**config.mk**
```make
export PLATFORM = sky130hd
export DESIGN_NAME = vst_unaligned_store_splitter
export DESIGN_NICKNAME = d
export VERILOG_FILES = /design/src/rtl/vst_pkg.sv /design/src/rtl/vst_split_calc.sv /design/src/rtl/vst_part_shift.sv /design/src/rtl/vst_unaligned_store_splitter.sv
export SDC_FILE = /design/constraint.sdc
export NUM_CORES = 1
export LEC_CHECK = 0
export BUFFER_PORTS_ARGS = -buffer_cell sky130_fd_sc_hd__clkbuf_2
export CAP_MARGIN = 20
export CORE_UTILIZATION = 55
export DETAILED_ROUTE_END_ITERATION = 8
export PLACE_DENSITY = 0.94
export SETUP_SLACK_MARGIN = 0.3
export SLEW_MARGIN = 20
export SYNTH_ARGS = -nofsm -noshare
export SYNTH_HDL_FRONTEND = slang
export SYNTH_SLANG_ARGS = --single-unit
```
**constraint.sdc**
```tcl
create_clock -name clk -period 5.8 [get_ports clk]
set_clock_uncertainty 0.15 [all_clocks]
set_input_delay 1.16 -clock clk [delete_from_list [all_inputs] [get_ports clk]]
set_output_delay 1.16 -clock clk [all_outputs]
set_load 0.01 [all_outputs]
```
**src/rtl/vst_pkg.sv**
```systemverilog
package vst_pkg;

    // Controller states of the store splitter
    typedef enum logic [1:0] {
        ST_IDLE    = 2'd0,
        ST_PART_LO = 2'd1,
        ST_PART_HI = 2'd2
    } vst_state_t;

endpackage

```
**src/rtl/vst_split_calc.sv**
```systemverilog
// Works out the split point and the predicated byte mask of one request.
module vst_split_calc #(
    parameter int VBYTES = 16,
    parameter int ADDR_W = 32,
    parameter int LEN_W  = $clog2(VBYTES) + 1
) (
    input  logic [ADDR_W-1:0] addr_i,
    input  logic [LEN_W-1:0]  len_i,
    input  logic [VBYTES-1:0] pred_i,
    input  logic              pred_en_i,
    input  logic              pred_inv_i,
    output logic              aligned_o,
    output logic [LEN_W-1:0]  size_lo_o,
    output logic [LEN_W-1:0]  size_hi_o,
    output logic [VBYTES-1:0] mask_o
);
    localparam int OFF_W = $clog2(VBYTES);

    logic [OFF_W-1:0] offset;
    logic [LEN_W-1:0] room;

    always_comb begin
        offset    = addr_i[OFF_W-1:0];
        aligned_o = (offset == '0);
        room      = LEN_W'(VBYTES) - LEN_W'(offset);
        if (aligned_o) begin
            size_lo_o = len_i;
        end else if (len_i < room) begin
            size_lo_o = len_i;
        end else begin
            size_lo_o = room;
        end
        size_hi_o = len_i - size_lo_o;
    end

    // Per-byte enable: all-on, direct or inverted predicate
    for (genvar b = 0; b < VBYTES; b++) begin : g_mask
        assign mask_o[b] = pred_en_i ? (pred_i[b] ^ pred_inv_i) : 1'b1;
    end

endmodule

```
**src/rtl/vst_part_shift.sv**
```systemverilog
// Moves the bytes of one part down to position 0 and limits the strobes to its length.
module vst_part_shift #(
    parameter int VBYTES = 16,
    parameter int LEN_W  = $clog2(VBYTES) + 1
) (
    input  logic [VBYTES*8-1:0] data_i,
    input  logic [VBYTES-1:0]   mask_i,
    input  logic [LEN_W-1:0]    shamt_i,
    input  logic [LEN_W-1:0]    count_i,
    output logic [VBYTES*8-1:0] data_o,
    output logic [VBYTES-1:0]   strb_o
);
    for (genvar b = 0; b < VBYTES; b++) begin : g_byte
        always_comb begin
            int src;
            src = b + int'(shamt_i);
            data_o[b*8 +: 8] = 8'h00;
            strb_o[b]        = 1'b0;
            if (src < VBYTES) begin
                data_o[b*8 +: 8] = data_i[src*8 +: 8];
                strb_o[b]        = mask_i[src] && (LEN_W'(b) < count_i);
            end
        end
    end

endmodule

```
**src/rtl/vst_unaligned_store_splitter.sv**
```systemverilog
module vst_unaligned_store_splitter
    import vst_pkg::*;
#(
    parameter int VBYTES = 16,
    parameter int ADDR_W = 32
) (
    input  logic                        clk,
    input  logic                        rst_n,
    input  logic                        req_valid,
    output logic                        req_ready,
    input  logic [ADDR_W-1:0]           req_addr,
    input  logic [$clog2(VBYTES):0]     req_len,
    input  logic [VBYTES*8-1:0]         req_data,
    input  logic [VBYTES-1:0]           req_pred,
    input  logic                        req_pred_en,
    input  logic                        req_pred_inv,
    output logic                        wr_valid,
    input  logic                        wr_ready,
    output logic [ADDR_W-1:0]           wr_addr,
    output logic [$clog2(VBYTES):0]     wr_len,
    output logic [VBYTES*8-1:0]         wr_data,
    output logic [VBYTES-1:0]           wr_strb,
    output logic                        wr_double,
    output logic                        wr_unaligned
);
    localparam int OFF_W  = $clog2(VBYTES);
    localparam int LEN_W  = OFF_W + 1;
    localparam int DATA_W = VBYTES * 8;

    vst_state_t        state_q, state_d;
    logic [ADDR_W-1:0] addr_q;
    logic [DATA_W-1:0] data_q;
    logic [VBYTES-1:0] mask_q;
    logic [LEN_W-1:0]  size_lo_q, size_hi_q;
    logic              split_q;

    logic              calc_aligned;
    logic [LEN_W-1:0]  calc_lo, calc_hi;
    logic [VBYTES-1:0] calc_mask;
    logic [LEN_W-1:0]  sh_amt, sh_cnt;
    logic              accept;

    vst_split_calc #(.VBYTES(VBYTES), .ADDR_W(ADDR_W), .LEN_W(LEN_W)) calc_i (
        .addr_i    (req_addr),
        .len_i     (req_len),
        .pred_i    (req_pred),
        .pred_en_i (req_pred_en),
        .pred_inv_i(req_pred_inv),
        .aligned_o (calc_aligned),
        .size_lo_o (calc_lo),
        .size_hi_o (calc_hi),
        .mask_o    (calc_mask)
    );

    vst_part_shift #(.VBYTES(VBYTES), .LEN_W(LEN_W)) shift_i (
        .data_i (data_q),
        .mask_i (mask_q),
        .shamt_i(sh_amt),
        .count_i(sh_cnt),
        .data_o (wr_data),
        .strb_o (wr_strb)
    );

    assign accept = req_valid && req_ready;

    // Next-state logic
    always_comb begin
        state_d = state_q;
        unique case (state_q)
            ST_IDLE:    if (req_valid) state_d = ST_PART_LO;
            ST_PART_LO: if (wr_ready)  state_d = (size_hi_q != '0) ? ST_PART_HI : ST_IDLE;
            ST_PART_HI: if (wr_ready)  state_d = ST_IDLE;
            default:                   state_d = ST_IDLE;
        endcase
    end

    // State register and request capture
    always_ff @(posedge clk or negedge rst_n) begin
        if (!rst_n) begin
            state_q   <= ST_IDLE;
            addr_q    <= '0;
            data_q    <= '0;
            mask_q    <= '0;
            size_lo_q <= '0;
            size_hi_q <= '0;
            split_q   <= 1'b0;
        end else begin
            state_q <= state_d;
            if (accept) begin
                addr_q    <= req_addr;
                data_q    <= req_data;
                mask_q    <= calc_mask;
                size_lo_q <= calc_lo;
                size_hi_q <= calc_hi;
                split_q   <= !calc_aligned;
            end
        end
    end

    // Outputs per state
    always_comb begin
        req_ready    = 1'b0;
        wr_valid     = 1'b0;
        wr_addr      = addr_q;
        wr_len       = '0;
        wr_double    = 1'b0;
        wr_unaligned = 1'b0;
        sh_amt       = '0;
        sh_cnt       = '0;
        unique case (state_q)
            ST_IDLE: begin
                req_ready = 1'b1;
            end
            ST_PART_LO: begin
                wr_valid     = 1'b1;
                wr_len       = size_lo_q;
                sh_cnt       = size_lo_q;
                wr_double    = split_q;
                wr_unaligned = split_q;
            end
            ST_PART_HI: begin
                wr_valid     = 1'b1;
                wr_addr      = addr_q + ADDR_W'(size_lo_q);
                wr_len       = size_hi_q;
                sh_amt       = size_lo_q;
                sh_cnt       = size_hi_q;
                wr_double    = split_q;
                wr_unaligned = split_q;
            end
            default: begin
                req_ready = 1'b0;
            end
        endcase
    end

    // ---------------- assertions ----------------
    logic [VBYTES-1:0] beyond_len;
    always_comb begin
        for (int b = 0; b < VBYTES; b++) begin
            beyond_len[b] = (LEN_W'(b) >= wr_len);
        end
    end

    // Input bound the split arithmetic relies on
    assert_req_len_R2: assert property (@(posedge clk) disable iff (!rst_n)
        req_valid |-> (req_len <= LEN_W'(VBYTES)));

    // A command without the split flag starts on a boundary
    assert_aligned_single_R1: assert property (@(posedge clk) disable iff (!rst_n)
        (wr_valid && !wr_unaligned) |-> (wr_addr[OFF_W-1:0] == '0));

    // Split commands never run past a vector boundary
    assert_no_cross_R2: assert property (@(posedge clk) disable iff (!rst_n)
        (wr_valid && wr_double) |->
            ((LEN_W'(wr_addr[OFF_W-1:0]) + wr_len) <= LEN_W'(VBYTES)));

    // The high part starts on a boundary and is never empty
    assert_hi_part_R3: assert property (@(posedge clk) disable iff (!rst_n)
        (state_q == ST_PART_HI) |-> ((wr_addr[OFF_W-1:0] == '0) && (wr_len != '0)));

    // An empty high part yields no command
    assert_no_empty_hi_R4: assert property (@(posedge clk) disable iff (!rst_n)
        (state_q == ST_PART_LO && wr_ready && size_hi_q == '0) |=> !wr_valid);

    // No strobe outside the command length
    assert_strb_len_R7: assert property (@(posedge clk) disable iff (!rst_n)
        wr_valid |-> ((wr_strb & beyond_len) == '0));

    // Acceptance leads straight to a command and a busy request side
    assert_busy_R9: assert property (@(posedge clk) disable iff (!rst_n)
        accept |=> (wr_valid && !req_ready));

    // Stalled commands hold still
    assert_hold_R10: assert property (@(posedge clk) disable iff (!rst_n)
        (wr_valid && !wr_ready) |=>
            (wr_valid && $stable(wr_addr) && $stable(wr_len) && $stable(wr_strb) && $stable(wr_data)));

endmodule

```
# --- Yosys cells after proc, flatten, opt, wreduce, memory -nomap -nowiden ---
# Cells that the tools add are included.
word_totals:
  out_inout_bits: 185
  latchBits: 0
  ram_bits: 0
  ff_bits: 189
  n_memories: 0
  rom_bits: 0
  word_cells: 242
  input_bits: 187
classes:
  n_addsub: 18
  n_lt_le_gt_ge: 49
  mul: 0
  div_mod_pow: 0
  n_eq_ne: 5
  mux: 108
  shift: 16
  n_bitwise: 16
  n_reduce_logical: 23
op_table:
  columns: ["operator", "count"]
  rows:
  - ["128-bit by 32-bit variable part select with 8-bit output", 15]
  - ["32-bit by 6-bit less-than comparator with 1-bit output, second input constant", 30]
  - ["8-bit two-way mux", 16]
  - ["128-bit by 9-bit variable part select with 8-bit output", 1]
  - ["1-bit two-way mux", 66]
  - ["1-bit binary-select mux with 4-bit select", 16]
  - ["4-bit by 5-bit adder with 6-bit output, first input constant", 8]
  - ["4-bit by 5-bit less-than comparator with 1-bit output, first input constant", 8]
  - ["32-bit by 5-bit adder with 32-bit output", 1]
  - ["32-bit two-way mux", 1]
  - ["3-bit by 5-bit adder with 6-bit output, first input constant", 4]
  - ["3-bit by 5-bit less-than comparator with 1-bit output, first input constant", 4]
  - ["1-bit logical AND", 17]
  - ["1-bit XOR", 16]
  - ["5-bit two-way mux", 3]
  - ["2-bit by 5-bit adder with 6-bit output, first input constant", 2]
  - ["1-bit by 5-bit less-than comparator with 1-bit output, first input constant", 2]
  - ["2-bit by 5-bit less-than comparator with 1-bit output, first input constant", 2]
  - ["5-bit less-than comparator, second input constant", 2]
  - ["5-bit case mux with 2 select lines", 1]
  - ["2-bit two-way mux", 4]
  - ["1-bit by 5-bit adder with 6-bit output, first input constant", 1]
  - ["2-bit != test, second input constant", 3]
  - ["2-bit case mux with 3 select lines", 1]
  - ["11 further kinds", 11]

# --- Longest topological paths before layout ---
logic_depth:
  depth_word: 8
  mapped_depth: 17
  mapped_depth_nobuf: 17

# --- Cells and area by module ---
# A second synthesis with hierarchy kept.
unflattened:
  hier_cells: 1434
  hier_area_um2: 15783.9
modules_own_cells:
  columns: ["module", "instances", "area_per_inst_um2", "cells_each", "seq_area_each_um2"]
  rows:
  - ["vst_unaligned_store_splitter", 1, 8047.7, 556, 4729.5]
  - ["vst_part_shift", 1, 7103.1, 794, 0.0]
  - ["vst_split_calc", 1, 633.1, 84, 0.0]

# --- Worst setup path before layout ---
# No wires, ideal clock.
synth_timing:
  kind: "register to output"
  start: "reg state_q[0]"
  end: "out wr_strb[11]"
  n_path_buf: 6
  slack_ps: 1079
  path_stages_with_launch: 15
  required_time_ps: 4490
  t_arrival_ps: 3411
  cell_sequence: "dfrtp_1 inv_1 ha_1 buf_4 nand2_1 buf_2 buf_1 buf_2 ha_1 buf_2 buf_4 mux2i_1 mux4_2 mux2_2 nor4_2"
synth_between:
  elab_chain_len: 8
  word_cells_on_any_way: 12
  classes_between: "add/sub: 1; order compare: 2; eq/ne: 2; mux: 6; reduce/logical: 1"
synth_rtl:
  columns: ["element", "line_no", "text"]
  rows:
  - ["start, declared", "vst_unaligned_store_splitter.sv:30", "vst_state_t state_q, state_d;"]
  - ["start signal, assigned", "vst_unaligned_store_splitter.sv:88", "state_q <= state_d;"]
  - ["branches (longest 7 deep; another with 32-bit by 6-bit less-than comparator with 1-bit output)", null, null]
  - ["1-bit two-way mux (*)", "vst_part_shift.sv:19", "if (src < VBYTES) begin"]
  - ["end, declared", "vst_unaligned_store_splitter.sv:22", "output logic [VBYTES-1:0] wr_strb,"]
# Every way passes the cells marked *. The select of a mux whose other input is x is not followed.

# --- Final worst setup path ---
layout_timing:
  start: "reg state_q[0]"
  end: "out wr_data[10]"
layout_between:
  elab_chain_len: 5
  word_cells_on_any_way: 6
  classes_between: "add/sub: 1; order compare: 1; eq/ne: 1; shift: 1; mux: 2"
layout_rtl:
  columns: ["element", "line_no", "text"]
  rows:
  - ["2-bit == test (*)", "vst_unaligned_store_splitter.sv:110", "unique case (state_q)"]
  - ["5-bit two-way mux (*)", "vst_unaligned_store_splitter.sv:110", null]
  - ["1-bit by 5-bit adder with 6-bit output (*)", "vst_part_shift.sv:16", "src = b + int'(shamt_i);"]
  - ["32-bit by 6-bit less-than comparator with 1-bit output / 128-bit by 32-bit variable part select with 8-bit output (equally long branches)", "vst_part_shift.sv:19, vst_part_shift.sv:20", null]
  - ["8-bit two-way mux (*)", "vst_part_shift.sv:19", null]
  - ["end, declared", "vst_unaligned_store_splitter.sv:21", "output logic [VBYTES*8-1:0] wr_data,"]
# Every way passes the cells marked *; elsewhere a longest branch is shown, timed or not.

==> results.sh <==
export IMPL_status="finished clean"
export IMPL_required_ns=4.49
export IMPL_clk_path_buf_depth=2
export IMPL_cts_tree="yes"
export IMPL_routed_wl_mm=63.1
export IMPL_gr_usage_met1=0.551
export IMPL_cts_buffers=17
export IMPL_synth_seq_cells=189
export IMPL_cp_arrival_ns=3.90
export IMPL_fin_tns_setup_ns=0
export IMPL_cts_hold_buf=0
export IMPL_slowest_stage="buf_4"
export IMPL_met3_usage=0.114
export IMPL_fillCellCount=2275
export IMPL_path_max_fanout=82
export IMPL_crit_path_cell_trace="inv_1 -> ha_4 -> nand2_4 -> buf_4 -> mux2_2 -> mux2_2 -> a211oi_1 -> clkbuf_2"
export IMPL_vias_per_cell=6.54
export IMPL_synth_top_area_frac=0.311
export IMPL_syn_inst=1886
export IMPL_drt_first_pass_iters=7
export IMPL_critPathKind="flop to output pin"
export IMPL_die_area_um2=28300
export IMPL_ir_drop_mv=0.366
export IMPL_reg2reg_slack_ns=3.29
export IMPL_num_io_pins=372
export IMPL_yosysSeqAreaShare=0.311
export IMPL_grt_util_met2=0.698
export IMPL_min_period_ns=5.21
export IMPL_chipWidth_um=168
export IMPL_core_region_area_um2=27000
export IMPL_r2r_end="data_q[63]"
export IMPL_grt_max_degree=184
export IMPL_grt_antenna_before_repair=0
export IMPL_cp_start_kind="flop"
export IMPL_hpwl_mm=47.1
export IMPL_synth_nets=2105
export IMPL_yosysMostFrequentCell="nand2_1"
export IMPL_cts_sinks=189
export IMPL_ys_types=61
export IMPL_vias=16500
export IMPL_num_rows=60
export IMPL_post_synth_top_area_cell="dfrtp_1"
export IMPL_busiest_layer="met2"
export IMPL_async_flop_share=1.00
export IMPL_io_buffers=371
export IMPL_synth_edf_count=0
export IMPL_report_final_slew_viol_count=0
export IMPL_insertion_delay_ns=0.46
export IMPL_grt_pass1_wl_mm=93.6
export IMPL_finalCritPeriodShare=0.898
export IMPL_drive_gt1_frac=0.247
export IMPL_yosysWarnings=0
export IMPL_dieHeight_um=168
export IMPL_worst_pin_slew_ns=1.11
export IMPL_hold_viol=0
export IMPL_maxCapViolations=0
export IMPL_drtAntennaViolNets=0
export IMPL_finalNetCount=2395
export IMPL_syn2layout_area_growth_pct=17.6
export IMPL_r2r_start="state_q[1]"
export IMPL_slew_headroom=0.251
export IMPL_cp_startpoint="state_q[0]"
export IMPL_fin_total_pwr_uw=11500
export IMPL_cpPeakStageDelay_ns=0.84
export IMPL_htree_levels=4
export IMPL_grt_overflow_total=0
export IMPL_grt_usage=0.440
export IMPL_power_density_nw_per_um2=645
export IMPL_grt_pass1_vias=15600
export IMPL_antenna_cells=0
export IMPL_reg2reg_depth=6
export IMPL_finalWeightedCongestion=1.02
export IMPL_grt_setup_unrepaired="no"
export IMPL_synth_avg_cell_area_um2=8.06
export IMPL_finalSetupViolations=0
export IMPL_cpMostUsedCell="mux2_2"
export IMPL_synth_ff_type="dfrtp_1"
export IMPL_endpoint="wr_data[10]"
export IMPL_cellLeakagePower_uw=0.00966
export IMPL_hold_path_class="flop to flop"
export IMPL_path_clk_slew_ns=0.07
export IMPL_clock_fmax_ghz=0.192
export IMPL_wire_per_inst_um=24.9
export IMPL_drc_errors=0
export IMPL_synthTopCellsByCount="nand2_1 (560), dfrtp_1 (189), mux2i_1 (143)"
export IMPL_end_kind="output pin"
export IMPL_cts_root_buf="clkbuf_16"
export IMPL_netlist_area_um2=15200
export IMPL_synth_area_leaders="dfrtp_1 (31%), nand2_1 (14%), mux2i_1 (9.4%)"
export IMPL_initial_utilization=0.563
export IMPL_first_iter_violations=2361
==> repair_timing <==
item                                    in CTS  in global routing
buffers inserted                             0                  0
gates resized for setup                      1                  1
endpoints found under the setup margin       1                  3
==> logic make-up (layout without fill, tap and decap cells) <==
| logic type | count (synthesis) | in the layout | share of synthesized area |
|---|---|---|---|
| AND/OR/NAND/NOR | 842 | 842 | 0.235 |
| AO/OA/AOI/OAI | 377 | 377 | 0.160 |
| multiplexers | 219 | 219 | 0.184 |
| flip-flops | 189 | 189 | 0.311 |
| buffers and inverters | 171 | 474 | 0.0489 |
| XOR/XNOR | 56 | 56 | 0.0327 |
| adder cells (fa/ha/maj) | 32 | 32 | 0.0273 |
==> worst max-delay path, delay by kind of cell, from the launching register on <==
family	cells	cell delay, ns
buf+inv	3	1.18
flops	1	0.38
compound gates	1	0.47
simple gates	1	0.30
fa+ha+maj	1	0.30
mux	2	0.78
==> report_power, final <==
group / internal (uW) / leakage, uW / switching, uW
combinational: 2770 / 0.00707 / 4680
clock: 623 / 0.000293 / 636
sequential: 1930 / 0.00230 / 903
==> per-stage QoR <==
stage	std cells	setup slack, ns	hold slack (ns)	utilization	cell area, um^2
finish	2530	0.589	0.327	0.662	17900
global route	2530	0.511	0.356	0.662	17900
CTS	2530	0.475	0.334	0.661	17900
detailed placement	2498	0.749	0.315	0.638	17300
global placement	2498	0.864	0.310	0.638	17300
floorplan	1886	1.08	0.292	-	15200
==> state kept, by name (all words and copies together), names as in the netlist <==
register,cells
mask_q,16
split_q,1
state_q,2
data_q,128
size_hi_q,5
addr_q,32
size_lo_q,5
==> layout by cell type, fill, tap and decap left out, types with 23 or more instances in the layout <==
cell      instances
ha_1             28
mux4_2           46
nand2_1         558
a21oi_1         106
nand3_1          32
dfrtp_1         189
mux2_2           30
clkbuf_2        370
and3_1           36
inv_1            23
o22ai_1          35
buf_4            42
xor2_1           40
o21ai_0          59
mux2i_1         143
nor2_1          116
a211oi_1         51
o22a_1           25
==> area by class of cell <==
| type | instances | area (um^2) | area share |
|---|---|---|---|
| flip-flops and latches | 189 | 4730 | 0.264 |
| clock inverters | 15 | 193 | 0.0108 |
| repair buffers | 415 | 2220 | 0.124 |
| well taps | 341 | 427 | 0.0239 |
| multi-input cells | 1526 | 9780 | 0.547 |
| inverters | 27 | 106 | 0.00595 |
| clock buffers | 17 | 425 | 0.0238 |
==> layer usage <==
layer | share of wire | up-vias | routed length, um
li1 | - | 7213 | -
met1 | 0.37 | 7849 | 23300
met2 | 0.45 | 1207 | 28400
met3 | 0.12 | 267 | 7530
met4 | 0.061 | 0 | 3830
met5 | 0 | - | 0
==> how the worst min path moves through the flow <==
stage / startpoint / to / slack (ns) / cells past startpoint
6_report: split_q / split_q / 0.33 / 2
5_1_grt: data_q[2] / data_q[2] / 0.36 / 2
2_1_floorplan: split_q / split_q / 0.29 / 2
4_1_cts: split_q / split_q / 0.33 / 2
3_5_place_dp: data_q[2] / data_q[2] / 0.31 / 2
3_3_place_gp: split_q / split_q / 0.31 / 2
Power figures use the tool's default switching activity.
